$ cat src/rtl/snd_seq_pkg.sv
// Shared types and opcode constants for the sound bytecode sequencer.
// Assumes 8-bit program bytes with the opcode in the high nibble.
package snd_seq_pkg;

    typedef enum logic [2:0] {
        SQ_IDLE,
        SQ_FETCH0,
        SQ_FETCH1,
        SQ_FETCH2,
        SQ_EXEC,
        SQ_WAIT,
        SQ_FROZEN
    } sq_state_e;

    localparam logic [3:0] OPC_LOAD  = 4'h0;
    localparam logic [3:0] OPC_INCR  = 4'h1;
    localparam logic [3:0] OPC_DECR  = 4'h2;
    localparam logic [3:0] OPC_ADDV  = 4'h3;
    localparam logic [3:0] OPC_SUBV  = 4'h4;
    localparam logic [3:0] OPC_JUMP  = 4'h5;
    localparam logic [3:0] OPC_JZERO = 4'h6;
    localparam logic [3:0] OPC_JNZ   = 4'h7;
    localparam logic [3:0] OPC_PAUSE = 4'h8;
    localparam logic [3:0] OPC_GOSUB = 4'hA;
    localparam logic [3:0] OPC_BACK  = 4'hB;
    localparam logic [3:0] OPC_HOLD  = 4'hE;
    localparam logic [3:0] OPC_END   = 4'hF;

    // Byte length of an instruction, selected by its opcode
    function automatic logic [1:0] instr_len(input logic [3:0] opc);
        case (opc)
            4'h1, 4'h2, 4'h9, 4'hB, 4'hE, 4'hF: instr_len = 2'd1;
            4'hA:                               instr_len = 2'd3;
            default:                            instr_len = 2'd2;
        endcase
    endfunction

endpackage

$ cat src/rtl/snd_seq_regs.sv
// Shadow copy of the sound generator registers with a registered write port.
// Assumes at most one update per cycle; the update and the output strobe
// are registered on the same edge.
module snd_seq_regs #(
    parameter int NREG = 16,
    parameter int DW   = 8,
    localparam int IW  = $clog2(NREG)
) (
    input  logic          clk,
    input  logic          rst_n,
    input  logic [IW-1:0] rd_idx,
    output logic [DW-1:0] rd_data,
    input  logic          we,
    input  logic [IW-1:0] wr_idx,
    input  logic [DW-1:0] wr_data,
    output logic          out_en,
    output logic [IW-1:0] out_idx,
    output logic [DW-1:0] out_data
);

    logic [DW-1:0] shadow_q [NREG];

    // Read port into the shadow copy
    assign rd_data = shadow_q[rd_idx];

    // One storage element per register, each updated when it is selected
    for (genvar g = 0; g < NREG; g++) begin : g_reg
        always_ff @(posedge clk) begin
            if (!rst_n)
                shadow_q[g] <= '0;
            else if (we && (wr_idx == IW'(g)))
                shadow_q[g] <= wr_data;
        end
    end

    // Copy each update onto the outgoing write port for one cycle
    always_ff @(posedge clk) begin
        if (!rst_n) begin
            out_en   <= 1'b0;
            out_idx  <= '0;
            out_data <= '0;
        end else begin
            out_en <= we;
            if (we) begin
                out_idx  <= wr_idx;
                out_data <= wr_data;
            end
        end
    end

endmodule

$ cat src/rtl/snd_seq_stack.sv
// Return-address stack for subroutine calls.
// Assumes the caller never pushes when full or pops when empty; the flags
// are provided so that it can refuse. Clear empties the stack at once.
module snd_seq_stack #(
    parameter int DEPTH = 4,
    parameter int AW    = 16,
    localparam int LW   = $clog2(DEPTH + 1),
    localparam int IW   = (DEPTH > 1) ? $clog2(DEPTH) : 1
) (
    input  logic          clk,
    input  logic          rst_n,
    input  logic          clear,
    input  logic          push,
    input  logic          pop,
    input  logic [AW-1:0] push_data,
    output logic [AW-1:0] top_data,
    output logic          full,
    output logic          empty,
    output logic [LW-1:0] level
);

    logic [AW-1:0] slot_q [DEPTH];
    logic [LW-1:0] level_q;

    assign level    = level_q;
    assign full     = (level_q == LW'(DEPTH));
    assign empty    = (level_q == '0);
    assign top_data = slot_q[IW'(level_q - 1'b1)];

    // Fill level tracking
    always_ff @(posedge clk) begin
        if (!rst_n || clear)
            level_q <= '0;
        else if (push && !full)
            level_q <= level_q + 1'b1;
        else if (pop && !empty)
            level_q <= level_q - 1'b1;
    end

    // Storage for return addresses; no reset is needed on the data
    always_ff @(posedge clk) begin
        if (push && !full && !clear)
            slot_q[IW'(level_q)] <= push_data;
    end

endmodule

$ cat src/rtl/snd_seq_delay.sv
// Wait timer: counts units × 2^SCALE_BITS tick pulses after a load.
// Assumes a load and a cancel never arrive together; cancel wins if they do.
module snd_seq_delay #(
    parameter int UW         = 8,
    parameter int SCALE_BITS = 8,
    localparam int CW        = UW + SCALE_BITS
) (
    input  logic          clk,
    input  logic          rst_n,
    input  logic          load,
    input  logic          cancel,
    input  logic [UW-1:0] units,
    input  logic          tick,
    output logic          done
);

    logic [CW-1:0] remain_q;

    assign done = (remain_q == '0);

    // Load scaled count, then step down once per tick
    always_ff @(posedge clk) begin
        if (!rst_n || cancel)
            remain_q <= '0;
        else if (load)
            remain_q <= {units, {SCALE_BITS{1'b0}}};
        else if (tick && !done)
            remain_q <= remain_q - 1'b1;
    end

endmodule

$ cat src/rtl/snd_seq_engine.sv
// Bytecode sequencer top: fetches instructions byte by byte, executes them
// against the shadow registers, and handles branches, waits, calls and
// returns, freeze and stop. Program memory is read combinationally.
// A start request overrides every other action in its cycle.
module snd_seq_engine
    import snd_seq_pkg::*;
#(
    parameter int AW            = 16,
    parameter int DEPTH         = 4,
    parameter int SCALE_BITS    = 8,
    parameter int DEFAULT_UNITS = 16,
    localparam int NREG         = 16,
    localparam int DW           = 8,
    localparam int IW           = $clog2(NREG),
    localparam int LW           = $clog2(DEPTH + 1)
) (
    input  logic          clk,
    input  logic          rst_n,
    input  logic          start_i,
    input  logic [AW-1:0] start_addr_i,
    input  logic          tick_i,
    output logic [AW-1:0] pmem_addr_o,
    input  logic [7:0]    pmem_data_i,
    output logic          wr_en_o,
    output logic [IW-1:0] wr_reg_o,
    output logic [DW-1:0] wr_data_o,
    output logic          busy_o,
    output logic          frozen_o,
    output logic          error_o
);

    sq_state_e     state_q, state_d;
    logic [AW-1:0] pc_q, pc_d;
    logic [7:0]    op_q, b_q, p2_q;
    logic          err_q, err_d;

    logic [3:0]    opc, fld;
    logic [AW-1:0] next_pc, branch_pc, call_pc;
    logic [DW-1:0] reg_val, reg_new;
    logic          reg_we;
    logic          stk_push, stk_pop, stk_full, stk_empty;
    logic [AW-1:0] stk_top;
    logic [LW-1:0] stack_level;
    logic          dly_load, dly_done;
    logic [7:0]    dly_units;

    assign opc       = op_q[7:4];
    assign fld       = op_q[3:0];
    assign next_pc   = pc_q + {{(AW-2){1'b0}}, instr_len(opc)};
    assign branch_pc = next_pc + {{(AW-8){b_q[7]}}, b_q};
    assign call_pc   = {{(AW-16){1'b0}}, b_q, p2_q};
    assign dly_units = (fld != 4'h0) ? b_q : 8'(DEFAULT_UNITS);

    // Program memory address: instruction start plus the byte being fetched
    always_comb begin
        case (state_q)
            SQ_FETCH1: pmem_addr_o = pc_q + {{(AW-1){1'b0}}, 1'b1};
            SQ_FETCH2: pmem_addr_o = pc_q + {{(AW-2){1'b0}}, 2'd2};
            default:   pmem_addr_o = pc_q;
        endcase
    end

    // Result of the arithmetic opcodes on the selected shadow register
    always_comb begin
        case (opc)
            OPC_LOAD: reg_new = b_q;
            OPC_INCR: reg_new = reg_val + 1'b1;
            OPC_DECR: reg_new = reg_val - 1'b1;
            OPC_ADDV: reg_new = reg_val + b_q;
            OPC_SUBV: reg_new = reg_val - b_q;
            default:  reg_new = reg_val;
        endcase
    end

    // Sequencing: next state, program counter and side-effect strobes
    always_comb begin
        state_d  = state_q;
        pc_d     = pc_q;
        err_d    = err_q;
        reg_we   = 1'b0;
        stk_push = 1'b0;
        stk_pop  = 1'b0;
        dly_load = 1'b0;
        case (state_q)
            SQ_FETCH0: state_d = (instr_len(pmem_data_i[7:4]) == 2'd1) ? SQ_EXEC : SQ_FETCH1;
            SQ_FETCH1: state_d = (instr_len(opc) == 2'd3) ? SQ_FETCH2 : SQ_EXEC;
            SQ_FETCH2: state_d = SQ_EXEC;
            SQ_WAIT:   if (dly_done) state_d = SQ_FETCH0;
            SQ_EXEC: begin
                state_d = SQ_FETCH0;
                pc_d    = next_pc;
                case (opc)
                    OPC_LOAD, OPC_INCR, OPC_DECR, OPC_ADDV, OPC_SUBV:
                        reg_we = 1'b1;
                    OPC_JUMP:  pc_d = branch_pc;
                    OPC_JZERO: if (reg_val == '0) pc_d = branch_pc;
                    OPC_JNZ:   if (reg_val != '0) pc_d = branch_pc;
                    OPC_PAUSE: begin
                        dly_load = 1'b1;
                        state_d  = SQ_WAIT;
                    end
                    OPC_GOSUB: begin
                        if (stk_full) begin
                            err_d   = 1'b1;
                            state_d = SQ_IDLE;
                        end else begin
                            stk_push = 1'b1;
                            pc_d     = call_pc;
                        end
                    end
                    OPC_BACK: begin
                        if (stk_empty) begin
                            err_d   = 1'b1;
                            state_d = SQ_IDLE;
                        end else begin
                            stk_pop = 1'b1;
                            pc_d    = stk_top;
                        end
                    end
                    OPC_HOLD: state_d = SQ_FROZEN;
                    OPC_END:  state_d = SQ_IDLE;
                    default:  ;
                endcase
            end
            default: ;
        endcase
        if (start_i) begin
            state_d  = SQ_FETCH0;
            pc_d     = start_addr_i;
            err_d    = 1'b0;
            reg_we   = 1'b0;
            stk_push = 1'b0;
            stk_pop  = 1'b0;
            dly_load = 1'b0;
        end
    end

    // Control state registers
    always_ff @(posedge clk) begin
        if (!rst_n) begin
            state_q <= SQ_IDLE;
            pc_q    <= '0;
            err_q   <= 1'b0;
        end else begin
            state_q <= state_d;
            pc_q    <= pc_d;
            err_q   <= err_d;
        end
    end

    // Instruction byte capture during fetch
    always_ff @(posedge clk) begin
        if (!rst_n) begin
            op_q <= '0;
            b_q  <= '0;
            p2_q <= '0;
        end else if (!start_i) begin
            if (state_q == SQ_FETCH0) op_q <= pmem_data_i;
            if (state_q == SQ_FETCH1) b_q  <= pmem_data_i;
            if (state_q == SQ_FETCH2) p2_q <= pmem_data_i;
        end
    end

    assign busy_o   = (state_q != SQ_IDLE) && (state_q != SQ_FROZEN);
    assign frozen_o = (state_q == SQ_FROZEN);
    assign error_o  = err_q;

    snd_seq_regs #(.NREG(NREG), .DW(DW)) u_regs (
        .clk      (clk),
        .rst_n    (rst_n),
        .rd_idx   (fld),
        .rd_data  (reg_val),
        .we       (reg_we),
        .wr_idx   (fld),
        .wr_data  (reg_new),
        .out_en   (wr_en_o),
        .out_idx  (wr_reg_o),
        .out_data (wr_data_o)
    );

    snd_seq_stack #(.DEPTH(DEPTH), .AW(AW)) u_stack (
        .clk       (clk),
        .rst_n     (rst_n),
        .clear     (start_i),
        .push      (stk_push),
        .pop       (stk_pop),
        .push_data (next_pc),
        .top_data  (stk_top),
        .full      (stk_full),
        .empty     (stk_empty),
        .level     (stack_level)
    );

    snd_seq_delay #(.UW(8), .SCALE_BITS(SCALE_BITS)) u_delay (
        .clk    (clk),
        .rst_n  (rst_n),
        .load   (dly_load),
        .cancel (start_i),
        .units  (dly_units),
        .tick   (tick_i),
        .done   (dly_done)
    );

endmodule

$ cat config.mk
export PLATFORM = sky130hd
export DESIGN_NAME = snd_seq_engine
export DESIGN_NICKNAME = d
export VERILOG_FILES = /design/src/rtl/snd_seq_pkg.sv /design/src/rtl/snd_seq_regs.sv /design/src/rtl/snd_seq_stack.sv /design/src/rtl/snd_seq_delay.sv /design/src/rtl/snd_seq_engine.sv
export SDC_FILE = /design/constraint.sdc
export NUM_CORES = 1
export LEC_CHECK = 0
export BUFFER_PORTS_ARGS = -buffer_cell sky130_fd_sc_hd__buf_2
export CAP_MARGIN = 25
export CORE_MARGIN = 1
export CORE_UTILIZATION = 56
export DETAILED_ROUTE_END_ITERATION = 8
export GPL_TIMING_DRIVEN = 0
export PLACE_DENSITY = 0.81
export SETUP_SLACK_MARGIN = 0.2
export SLEW_MARGIN = 20
export SYNTH_ARGS = -nofsm -noshare
export SYNTH_HDL_FRONTEND = slang
export SYNTH_SLANG_ARGS = --single-unit
$ cat constraint.sdc
create_clock -name clk -period 4.35 [get_ports clk]
set_input_delay 0.2175 -clock clk [delete_from_list [all_inputs] [get_ports clk]]
set_output_delay 0.2175 -clock clk [all_outputs]
set_load 0.005 [all_outputs]
==> impl_metrics.env, run 1 <==
export IMPL_rsz0062_at_grt="true"
export IMPL_path_max_fanout=6
export IMPL_grt_pass1_vias=11200
export IMPL_top_usage_layer="met2"
export IMPL_area_growth_pct=19.56
export IMPL_cts_buffers=27
export IMPL_drv_slew=0
export IMPL_clock_latency_ns=0.57
export IMPL_cp_arrival_ns=4.67
export IMPL_die_area_um2=25670
export IMPL_dp_cells=1703
export IMPL_cts_max_level=1
export IMPL_period_share_pct=97.87
export IMPL_hold_class="input pin to register"
export IMPL_grt_max_degree=17
export IMPL_finalCriticalPeriod_ns=4.257
export IMPL_portBuffers=59
export IMPL_dp_hpwl_um=28990
export IMPL_path_clk_slew_ns=0.07
export IMPL_synth_cells=1315
export IMPL_synthFlopType="edfxtp_1"
export IMPL_yosys_top_cells_area="edfxtp_1, dfxtp_1, mux4_2, nor2_1, nand2_1"
export IMPL_fp_row_count=57
export IMPL_hold_path_cell_count=3
export IMPL_ys_ff_latch=272
export IMPL_synth_avg_cell_area_um2=10.66
export IMPL_max_cap_violations=0
export IMPL_fin_cells=1806
export IMPL_floorplan_initialDensity_pct=57.32
export IMPL_grt_usage_pct=32.68
export IMPL_gr_total_overflow=0
export IMPL_use_met1_pct=45.17
export IMPL_fp_coreArea_um2=24460
export IMPL_finalClockSkew_ns=0.01862
export IMPL_ctsLongestPathBuffers=3
export IMPL_synth_top_area_cell="edfxtp_1"
export IMPL_synth_edff_count=192
export IMPL_relSlewSlack_pct=28.53
export IMPL_critPathLaunchType="register"
export IMPL_end_kind="register"
export IMPL_pre_cts_slack_ns=-0.9637
export IMPL_tritoncts="done"
export IMPL_ir_drop_mv=0.3434
export IMPL_yosysUniqueCellTypes=68
export IMPL_grt_pass1_wl_um=63650
export IMPL_antenna_cells=0
export IMPL_yosysWarningCount=0
export IMPL_die_w_um=160.2
export IMPL_vias_per_cell=6.687
export IMPL_dr_pass1_iters=7
export IMPL_clock_sinks=272
export IMPL_drt_total_wl_um=44000
export IMPL_outcome="complete, no violations"
export IMPL_final_area_um2=16760
export IMPL_r2r_cells=19
export IMPL_fill_cells=1641
export IMPL_cts_root_buf="clkbuf_16"
export IMPL_setup_violations=0
export IMPL_drive_gt1_share_pct=20.45
export IMPL_drt_initial_drc_count=2000
export IMPL_ys_seq_area_share_pct=52.54
export IMPL_max_freq_ghz=0.2349
export IMPL_crit_required_ns=4.76
export IMPL_grt_use_met3_pct=7.506
export IMPL_p_leak_nw=6.069
export IMPL_hold_viol_final=0
export IMPL_chipHeight_um=160.2
export IMPL_path_class="register to register"
export IMPL_postPlaceCellArea_um2=14780
export IMPL_ant_nets=0
export IMPL_antenna_found_initial=0
export IMPL_worst_pin_slew_ns=1.065
export IMPL_syn_cell_area_um2=14020
export IMPL_yosys_area_top_type_share_pct=41.12
export IMPL_powerDensity_nw_per_um2=392.9
export IMPL_fin_nets=1529
export IMPL_setup_ws_ns=0.09276
export IMPL_io_pins=60
export IMPL_routabilityCongestion=0.9543
export IMPL_use_met2_pct=48.83
export IMPL_total_power_mw=6.587
export IMPL_drc_errors=0
export IMPL_vias=12080
export IMPL_syn_num_nets=1383
export IMPL_wl_per_cell_um=24.36
export IMPL_synthArstFlopShare_pct=0
==> path summary, 6_finish.rpt <==
path / slack (ns) / start / end
setup / recovery: 0.09 / op_q[6]$_SDFFE_PN0P_ / pc_q[15]$_SDFFE_PN0P_
hold reg to reg: 0.48 / u_regs.out_idx[3]$_SDFFE_PN0P_ / u_regs.out_idx[3]$_SDFFE_PN0P_
hold / removal: 0.04 / start_addr_i[12] / pc_q[12]$_SDFFE_PN0P_
setup reg to reg: 0.09 / op_q[6]$_SDFFE_PN0P_ / pc_q[15]$_SDFFE_PN0P_
==> synthesized netlist by cell type, drive strengths merged (8+ instances only) <==
| master | count |
|---|---|
| xor2 | 24 |
| nand3 | 24 |
| or3 | 14 |
| or2 | 8 |
| inv | 28 |
| a22oi | 21 |
| and3 | 19 |
| clkbuf | 61 |
| nor2 | 230 |
| edfxtp | 192 |
| nand2b | 9 |
| mux4 | 48 |
| a21oi | 84 |
| a221oi | 8 |
| a211oi | 22 |
| nor3 | 24 |
| a31oi | 17 |
| dfxtp | 80 |
| o21ai | 59 |
| mux2i | 11 |
| ha | 37 |
| nand2 | 140 |
| xnor2 | 32 |
| nor2b | 13 |
| nor4 | 8 |
| buf | 13 |
==> cells in the final DEF (no fill, tap or decap), types with 17 or more instances in the layout <==
master,instances
nor2_1,225
edfxtp_1,192
nand2_1,135
dfxtp_1,77
a21oi_1,76
buf_2,64
clkbuf_1,55
mux4_2,48
o21ai_0,37
buf_4,37
ha_1,32
clkbuf_16,29
xnor2_1,26
inv_1,25
nor3_1,23
nand3_1,23
a211oi_1,22
xor2_1,19
a22oi_1,17
a31oi_1,17
dlygate4sd3_1,17
==> layer usage <==
| metal | share of wire, % | vias to the layer above | wire length [µm] |
|---|---|---|---|
| li1 | - | 5108 | - |
| met3 | 14 | 211 | 6118 |
| met5 | 0 | - | 0 |
| met4 | 5.1 | 0 | 2255 |
| met1 | 37 | 5702 | 16070 |
| met2 | 44 | 1055 | 19550 |
==> repair_timing <==
item / CTS / global route
hold endpoints to repair: 32 / 0
pin swaps: 5 / 30
gates resized for setup: 90 / 73
setup endpoints to repair: 204 / 176
gates cloned: 0 / 1
hold buffers: 17 / 0
setup buffers: 6 / 29
==> kinds of logic after synthesis <==
family | count (synthesis) | synth area share (%)
buf+inv | 103 | 3.079
xor+xnor | 56 | 3.498
simple gates | 514 | 16.26
flops | 272 | 52.54
fa+ha+maj | 40 | 3.730
compound gates | 270 | 12.32
mux | 60 | 8.576
==> layout make-up <==
class | count | area [µm²] | area share [%]
Tap cell | 324 | 405.4 | 2.418
Clock buffer | 41 | 759.5 | 4.531
Timing Repair Buffer | 117 | 845.8 | 5.046
Buffer | 74 | 473.0 | 2.821
Clock inverter | 9 | 135.1 | 0.8061
Inverter | 29 | 112.6 | 0.6717
Multi-Input combinational cell | 940 | 6656 | 39.71
Sequential cell | 272 | 7376 | 44.00
==> metrics by stage <==
step / setup TNS, ns / utilization, % / hold slack [ns]
floorplan: 0 / - / 0.3263
global placement: -94.03 / 60.22 / 0.4568
detailed placement: -78.72 / 60.43 / 0.4567
CTS: 0 / 66.38 / 0.003549
global route: 0 / 68.53 / 0.05413
finish: 0 / 68.53 / 0.03515
==> power by group <==
group	total, mW	internal (mW)	switching (mW)	leakage, nW
sequential	2.96	2.88	0.0826	2.56
clock	2.42	1.39	1.03	0.430
combinational	1.21	0.503	0.707	3.08
==> flip-flops by register name (all words and copies together) (netlist names), named ones only <==
| register | count |
|---|---|
| u_regs.shadow_q | 128 |
| u_stack.slot_q | 64 |
| pc_q | 16 |
| u_delay.remain_q | 16 |
| b_q | 8 |
| op_q | 8 |
| p2_q | 8 |
| u_regs.out_data | 8 |
| u_regs.out_idx | 4 |
| state_q | 3 |
| u_stack.level | 3 |
| error_o | 1 |
| u_regs.out_en | 1 |
==> critical path: stages (launching register included) <==
cell     delay (ns)
dfxtp_4        0.36
buf_8          0.13
buf_12         0.13
o31ai_4        0.30
ha_2           0.25
inv_2          0.04
fa_2           0.45
nor2_4         0.12
and3_4         0.22
nand2_4        0.07
xnor2_4        0.22
ha_4           0.25
and4_4         0.18
a21oi_2        0.14
o211a_1        0.25
o21ai_4        0.10
a211o_1        0.35
a21oi_4        0.24
xnor2_2        0.19
o22ai_2        0.11
(Power assumes the default switching activity.)
==> inputs of run 2 (changes only) <==
--- a/config.mk
+++ b/config.mk
@@ -11,7 +11,7 @@
 export CORE_UTILIZATION = 56
 export DETAILED_ROUTE_END_ITERATION = 8
 export GPL_TIMING_DRIVEN = 0
-export PLACE_DENSITY = 0.81
+export PLACE_DENSITY_LB_ADDON = 0.25
 export SETUP_SLACK_MARGIN = 0.2
 export SLEW_MARGIN = 20
 export SYNTH_ARGS = -nofsm -noshare
==> impl_metrics.env, run 2 (synthesis gave the netlist of run 1 again) <==
export IMPL_crit_buf_inv=3
export IMPL_max_cap_violations=0
export IMPL_drive_gt1_share_pct=20.43
export IMPL_worst_pin_slew_ns=1.130
export IMPL_drc_errors=0
export IMPL_die_area_um2=25670
export IMPL_fp_coreArea_um2=24460
export IMPL_grt_max_degree=17
export IMPL_hold_class="input pin to register"
export IMPL_p_leak_nw=6.053
export IMPL_ir_drop_mv=0.2987
export IMPL_die_w_um=160.2
export IMPL_end_kind="register"
export IMPL_ant_nets=0
export IMPL_grt_pass1_vias=10960
export IMPL_r2r_start="op_q[6]$_SDFFE_PN0P_"
export IMPL_layout_common_cells="nor2_1, edfxtp_1, nand2_1"
export IMPL_gr_total_overflow=0
export IMPL_chipHeight_um=160.2
export IMPL_antenna_cells=0
export IMPL_finalClockSkew_ns=0.01404
export IMPL_drt_total_wl_um=41920
export IMPL_grt_pass1_wl_um=62630
export IMPL_total_power_mw=6.402
export IMPL_cts_max_level=1
export IMPL_worst_path_max_delay_cell="fa_2"
export IMPL_final_common_cell="nor2_1"
export IMPL_crit_family="compound AO/OA/AOI/OAI gates"
export IMPL_area_growth_pct=19.48
export IMPL_largest_reg_flops=128
export IMPL_floorplan_initialDensity_pct=57.32
export IMPL_tritoncts="done"
export IMPL_dp_hpwl_um=29180
export IMPL_wl_per_cell_um=23.20
export IMPL_fill_cells=1768
export IMPL_portBuffers=59
export IMPL_utilization_pct=68.48
export IMPL_hold_viol_final=0
export IMPL_cts_root_buf="clkbuf_16"
export IMPL_path_class="register to register"
export IMPL_max_freq_ghz=0.2387
export IMPL_clock_latency_ns=0.58
export IMPL_startpoint="op_q[6]$_SDFFE_PN0P_"
export IMPL_tns_ns=0
export IMPL_reg_top3="u_regs.shadow_q: 128 flops, u_stack.slot_q: 64 flops"
export IMPL_regMostFlops="u_regs.shadow_q"
export IMPL_powerDensity_nw_per_um2=382.2
export IMPL_drt_initial_drc_count=1288
export IMPL_critPathLaunchType="register"
export IMPL_slowest_delay_ns=0.42
export IMPL_seq_area_um2=7376
export IMPL_multiInputGateArea_um2=6673
export IMPL_grt_usage_pct=32.36
export IMPL_io_pins=60
export IMPL_cts_buffers=28
export IMPL_ctsLongestPathBuffers=3
export IMPL_vias=11550
export IMPL_antenna_found_initial=0
export IMPL_rsz0062_at_grt="true"
export IMPL_fin_nets=1529
export IMPL_path_clk_slew_ns=0.06
export IMPL_crit_required_ns=4.78
export IMPL_relSlewSlack_pct=24.70
export IMPL_vias_per_cell=6.390
export IMPL_finalCriticalPeriod_ns=4.190
export IMPL_clock_sinks=272
export IMPL_cp_arrival_ns=4.62
export IMPL_hp_start="start_addr_i[13]"
export IMPL_outcome="complete, no violations"
export IMPL_drv_slew=0
export IMPL_period_share_pct=96.33
export IMPL_dr_pass1_iters=6
export IMPL_path_max_fanout=5
export IMPL_fp_row_count=57
export IMPL_routabilityCongestion=0.9548
export IMPL_path_cells="buf_8 > buf_12 > o31ai_4 > ha_2 > inv_2 > fa_2 > nor2_4 > and3_4 > nand2_4 > xnor2_4 > ha_4 > and4_1 > a21oi_1 > o211a_1 > o21ai_4 > a211o_1 > a21oi_4 > xnor2_2 > o22ai_1"
export IMPL_setup_violations=0
==> run 2: changes by cell type in the layout (fill, tap and decap cells not counted), moves of 3 or more <==
cell | previous run | this run
nor2_4 | 1 | 11
nor2_1 | 225 | 216
clkinv_2 | 2 | 10
clkbuf_1 | 55 | 48
o21ai_1 | 13 | 19
and3_2 | 0 | 4
and3_4 | 6 | 2
o21ai_2 | 8 | 4
a22oi_1 | 17 | 20
a22oi_2 | 4 | 1
bufinv_16 | 3 | 0
o21ai_0 | 37 | 34
==> run 2: layout make-up <==
type / instances / share of cell area, %
clock buffers: 33 / 4.354
clock inverters: 19 / 0.7618
flip-flops and latches: 272 / 44.03
inverters: 29 / 0.6722
well taps: 324 / 2.420
multi-input cells: 940 / 39.83
plain buffers: 74 / 2.883
repair buffers: 116 / 5.049
==> run 2: repair_timing <==
item	in CTS	in global routing
endpoints found under the setup margin	162	162
hold buffers	18	0
gates resized for setup	82	86
gates cloned	0	2
setup buffers	6	28
hold endpoints to repair	34	0
pin swaps	9	36
==> run 2: path summary, 6_finish.rpt <==
kind,endpoint,slack [ns],depth (start not counted)
min reg2reg,u_regs.out_idx[1]$_SDFFE_PN0P_,0.45,2
min,pc_q[13]$_SDFFE_PN0P_,0.007,3
max,pc_q[15]$_SDFFE_PN0P_,0.16,19
max reg2reg,pc_q[15]$_SDFFE_PN0P_,0.16,19
==> run 2: metrics by stage <==
step                worst slack (ns)  area (µm²)  hold slack (ns)  std cells
finish                        0.1598       16750         0.006537       1807
global route                 0.08022       16750          0.02632       1807
CTS                          0.09335       16180        0.0007397       1777
detailed placement            -1.031       14760           0.4449       1701
global placement             -0.9997       14730           0.4483       1698
floorplan                     0.2677       14030           0.3263       1315
==> run 2: tightest hold or removal path: cells and delay by family <==
family	cells	cell delay, ns
compound gates	2	0.23
buf+inv	1	0.08
==> run 2: routing by layer <==
metal  part of all wire, %  track usage, %
met1                    39           44.44
met3                    13           9.922
met2                    44           47.89
met5                     0               0
met4                   4.7           13.29
==> run 2: where the power goes <==
part           switching (mW)  total (mW)  internal, mW
Sequential             0.0781        2.96          2.88
Clock                    1.05        2.26          1.21
Combinational           0.690        1.19         0.499
==> inputs of run 3 (changes only) <==
--- a/config.mk
+++ b/config.mk
@@ -7,8 +7,11 @@
 export LEC_CHECK = 0
 export BUFFER_PORTS_ARGS = -buffer_cell sky130_fd_sc_hd__buf_2
 export CAP_MARGIN = 25
+export CELL_PAD_IN_SITES_DETAIL_PLACEMENT = 0
+export CELL_PAD_IN_SITES_GLOBAL_PLACEMENT = 1
 export CORE_MARGIN = 1
-export CORE_UTILIZATION = 56
+export CORE_UTILIZATION = 50
+export CTS_CLUSTER_DIAMETER = 200
 export DETAILED_ROUTE_END_ITERATION = 8
 export GPL_TIMING_DRIVEN = 0
 export PLACE_DENSITY_LB_ADDON = 0.25
==> constraint.sdc (replaced) <==
create_clock -name clk -period 3.9 [get_ports clk]
set_input_delay 0.195 -clock clk [delete_from_list [all_inputs] [get_ports clk]]
set_output_delay 0.195 -clock clk [all_outputs]
set_load 0.005 [all_outputs]
==> impl_metrics.env, run 3 (synthesis gave the netlist of run 1 again) <==
export IMPL_grt_usage_pct=31.67
export IMPL_setup_violations=31
export IMPL_cts_root_buf="clkbuf_16"
export IMPL_finalClockSkew_ns=0.01062
export IMPL_clock_latency_ns=0.58
export IMPL_antenna_cells=0
export IMPL_worst_pin_slew_ns=1.031
export IMPL_fin_nets=1572
export IMPL_floorplan_initialDensity_pct=51.45
export IMPL_layout_common_cells="nor2_1, edfxtp_1, nand2_1"
export IMPL_final_common_cell="nor2_1"
export IMPL_end_kind="register"
export IMPL_area_growth_pct=27.30
export IMPL_path_clk_slew_ns=0.07
export IMPL_fill_cells=2111
export IMPL_path_class="register to register"
export IMPL_hold_path_cell_count=5
export IMPL_period_share_pct=103.3
export IMPL_drive_gt1_share_pct=27.09
export IMPL_finalCriticalPeriod_ns=4.029
export IMPL_reg_top3="u_regs.shadow_q: 128 flops, u_stack.slot_q: 64 flops"
export IMPL_hold_path_endpoint="pc_q[1]$_SDFFE_PN0P_"
export IMPL_dr_pass1_iters=7
export IMPL_grt_max_degree=17
export IMPL_path_max_fanout=4
export IMPL_vias=11910
export IMPL_drt_total_wl_um=45950
export IMPL_regMostFlops="u_regs.shadow_q"
export IMPL_io_pins=60
export IMPL_dp_cells=1750
export IMPL_relSlewSlack_pct=31.04
export IMPL_ir_drop_mv=0.2942
export IMPL_hold_viol_final=0
export IMPL_chipHeight_um=169.5
export IMPL_routed_wl_met3_um=4986
export IMPL_largest_reg_flops=128
export IMPL_powerDensity_nw_per_um2=434.2
export IMPL_p_sw_share_pct=27.81
export IMPL_grt_pass1_wl_um=67570
export IMPL_drv_slew=0
export IMPL_fin_cells=1900
export IMPL_antenna_found_initial=0
export IMPL_total_power_mw=7.750
export IMPL_max_freq_ghz=0.2482
export IMPL_critPathLaunchType="register"
export IMPL_hold_class="input pin to register"
export IMPL_wl_met2_um=20490
export IMPL_drc_errors=0
export IMPL_drt_initial_drc_count=1483
export IMPL_r2r_end="pc_q[15]$_SDFFE_PN0P_"
export IMPL_switching_power_mw=2.155
export IMPL_cts_buffers=30
export IMPL_cp_arrival_ns=4.47
export IMPL_fp_row_count=60
export IMPL_dp_hpwl_um=31150
export IMPL_rsz0062_at_grt="true"
export IMPL_violations="negative setup slack"
export IMPL_gr_total_overflow=0
export IMPL_die_area_um2=28720
export IMPL_r2r_start="op_q[6]$_SDFFE_PN0P_"
export IMPL_pwr_share_comb_pct=18.8
export IMPL_crit_required_ns=4.35
export IMPL_tritoncts="done"
export IMPL_p_int_mw=5.595
export IMPL_wl_met1_um=19160
export IMPL_r2r_setup_slack_ns=-0.13
export IMPL_grt_pass1_vias=11110
export IMPL_vias_per_cell=6.267
export IMPL_die_w_um=169.5
export IMPL_dr_max_layer_used="met4"
export IMPL_cts_max_level=1
export IMPL_outcome="finished with violations"
export IMPL_portBuffers=59
export IMPL_fp_coreArea_um2=27250
export IMPL_p_seq_share_pct=42.6
export IMPL_max_cap_violations=0
export IMPL_clock_sinks=272
export IMPL_r2r_cells=19
export IMPL_setup_ws_ns=-0.1294
export IMPL_ctsLongestPathBuffers=3
export IMPL_routabilityCongestion=0.9152
export IMPL_power_frac_clock_pct=38.6
export IMPL_p_leak_nw=6.482
export IMPL_ant_nets=0
export IMPL_hp_start="start_addr_i[1]"
export IMPL_utilization_pct=65.50
export IMPL_wl_per_cell_um=24.18
## run 3: worst max path at each step
stage                     slack (ns)                     startpoint                             endpoint
after floorplan                 0.18           op_q[6]$_SDFFE_PN0P_                pc_q[11]$_SDFFE_PN0P_
after global placement         -1.42        state_q[2]$_SDFFE_PP0P_  u_regs.shadow_q[1][3]$_SDFFCE_PN0P_
after detailed placement       -1.25  u_stack.level[0]$_SDFFE_PP0P_      u_stack.slot_q[3][13]$_DFFE_PP_
after CTS                      -0.09                       register  u_regs.shadow_q[2][6]$_SDFFCE_PN0P_
after global routing           -0.33           op_q[5]$_SDFFE_PN0P_                pc_q[14]$_SDFFE_PN0P_
final                          -0.13           op_q[6]$_SDFFE_PN0P_                pc_q[15]$_SDFFE_PN0P_
## run 3: power groups by stage
| stage | Combinational [mW] | Clock (mW) | Sequential [mW] |
|---|---|---|---|
| 6_report | 1.46 | 2.99 | 3.30 |
| 3_5_place_dp | 1.23 | 0 | 3.36 |
| 4_1_cts | 1.37 | 3.00 | 3.30 |
| 3_3_place_gp | 1.20 | 0 | 3.35 |
| 5_1_grt | 1.60 | 3.11 | 3.32 |
| 2_1_floorplan | 0.912 | 0 | 3.33 |
## run 3: area by class of cell
type | count | area, µm² | share of cell area [%]
clock buffer | 40 | 860.8 | 4.823
inverter | 29 | 112.6 | 0.6309
multi-input combinational | 940 | 7057 | 39.54
buffer | 74 | 588.1 | 3.295
clock inverter | 16 | 182.7 | 1.023
timing repair buffer | 157 | 1209 | 6.772
tap | 372 | 465.4 | 2.608
sequential | 272 | 7373 | 41.31
## run 3: what timing repair did
action / in CTS / in global routing
setup endpoints to repair: 326 / 300
buffers inserted: 37 / 29
cloned: 2 / 5
gates resized for setup: 155 / 94
hold endpoints to repair: 40 / 0
hold buffers: 20 / 0
pin swaps: 56 / 49
## run 3: worst max-delay path, stage by stage (launching register included)
cell,delay [ns]
dfxtp_2,0.33
buf_8,0.12
clkbuf_16,0.14
o31ai_4,0.33
ha_2,0.26
inv_2,0.04
fa_2,0.43
buf_6,0.15
buf_6,0.11
xnor2_4,0.19
ha_4,0.24
buf_4,0.13
a21o_1,0.18
a21oi_2,0.20
o211a_4,0.22
o21ai_4,0.07
a211o_1,0.29
a21oi_2,0.22
xnor2_1,0.16
o22ai_1,0.09
## run 3: metrics by stage
| stage | cell area, µm² | worst slack [ns] | setup TNS (ns) | hold slack (ns) |
|---|---|---|---|---|
| 2_1_floorplan | 14120 | 0.1817 | 0 | 0.3038 |
| 6_report | 17850 | -0.1294 | -2.294 | 0.06303 |
| 4_1_cts | 17220 | -0.09374 | -2.194 | 0.02696 |
| 3_3_place_gp | 14890 | -1.416 | -293.27 | 0.4425 |
| 5_1_grt | 17850 | -0.3281 | -7.424 | 0.06515 |
| 3_5_place_dp | 14940 | -1.252 | -162.27 | 0.4432 |
## run 3: routing by layer
| layer | up-vias | GRT usage (%) |
|---|---|---|
| li1 | 5215 | - |
| met1 | 5878 | 47.64 |
| met2 | 707 | 47.65 |
| met3 | 107 | 4.151 |
| met4 | 0 | 9.910 |
| met5 | - | 0 |
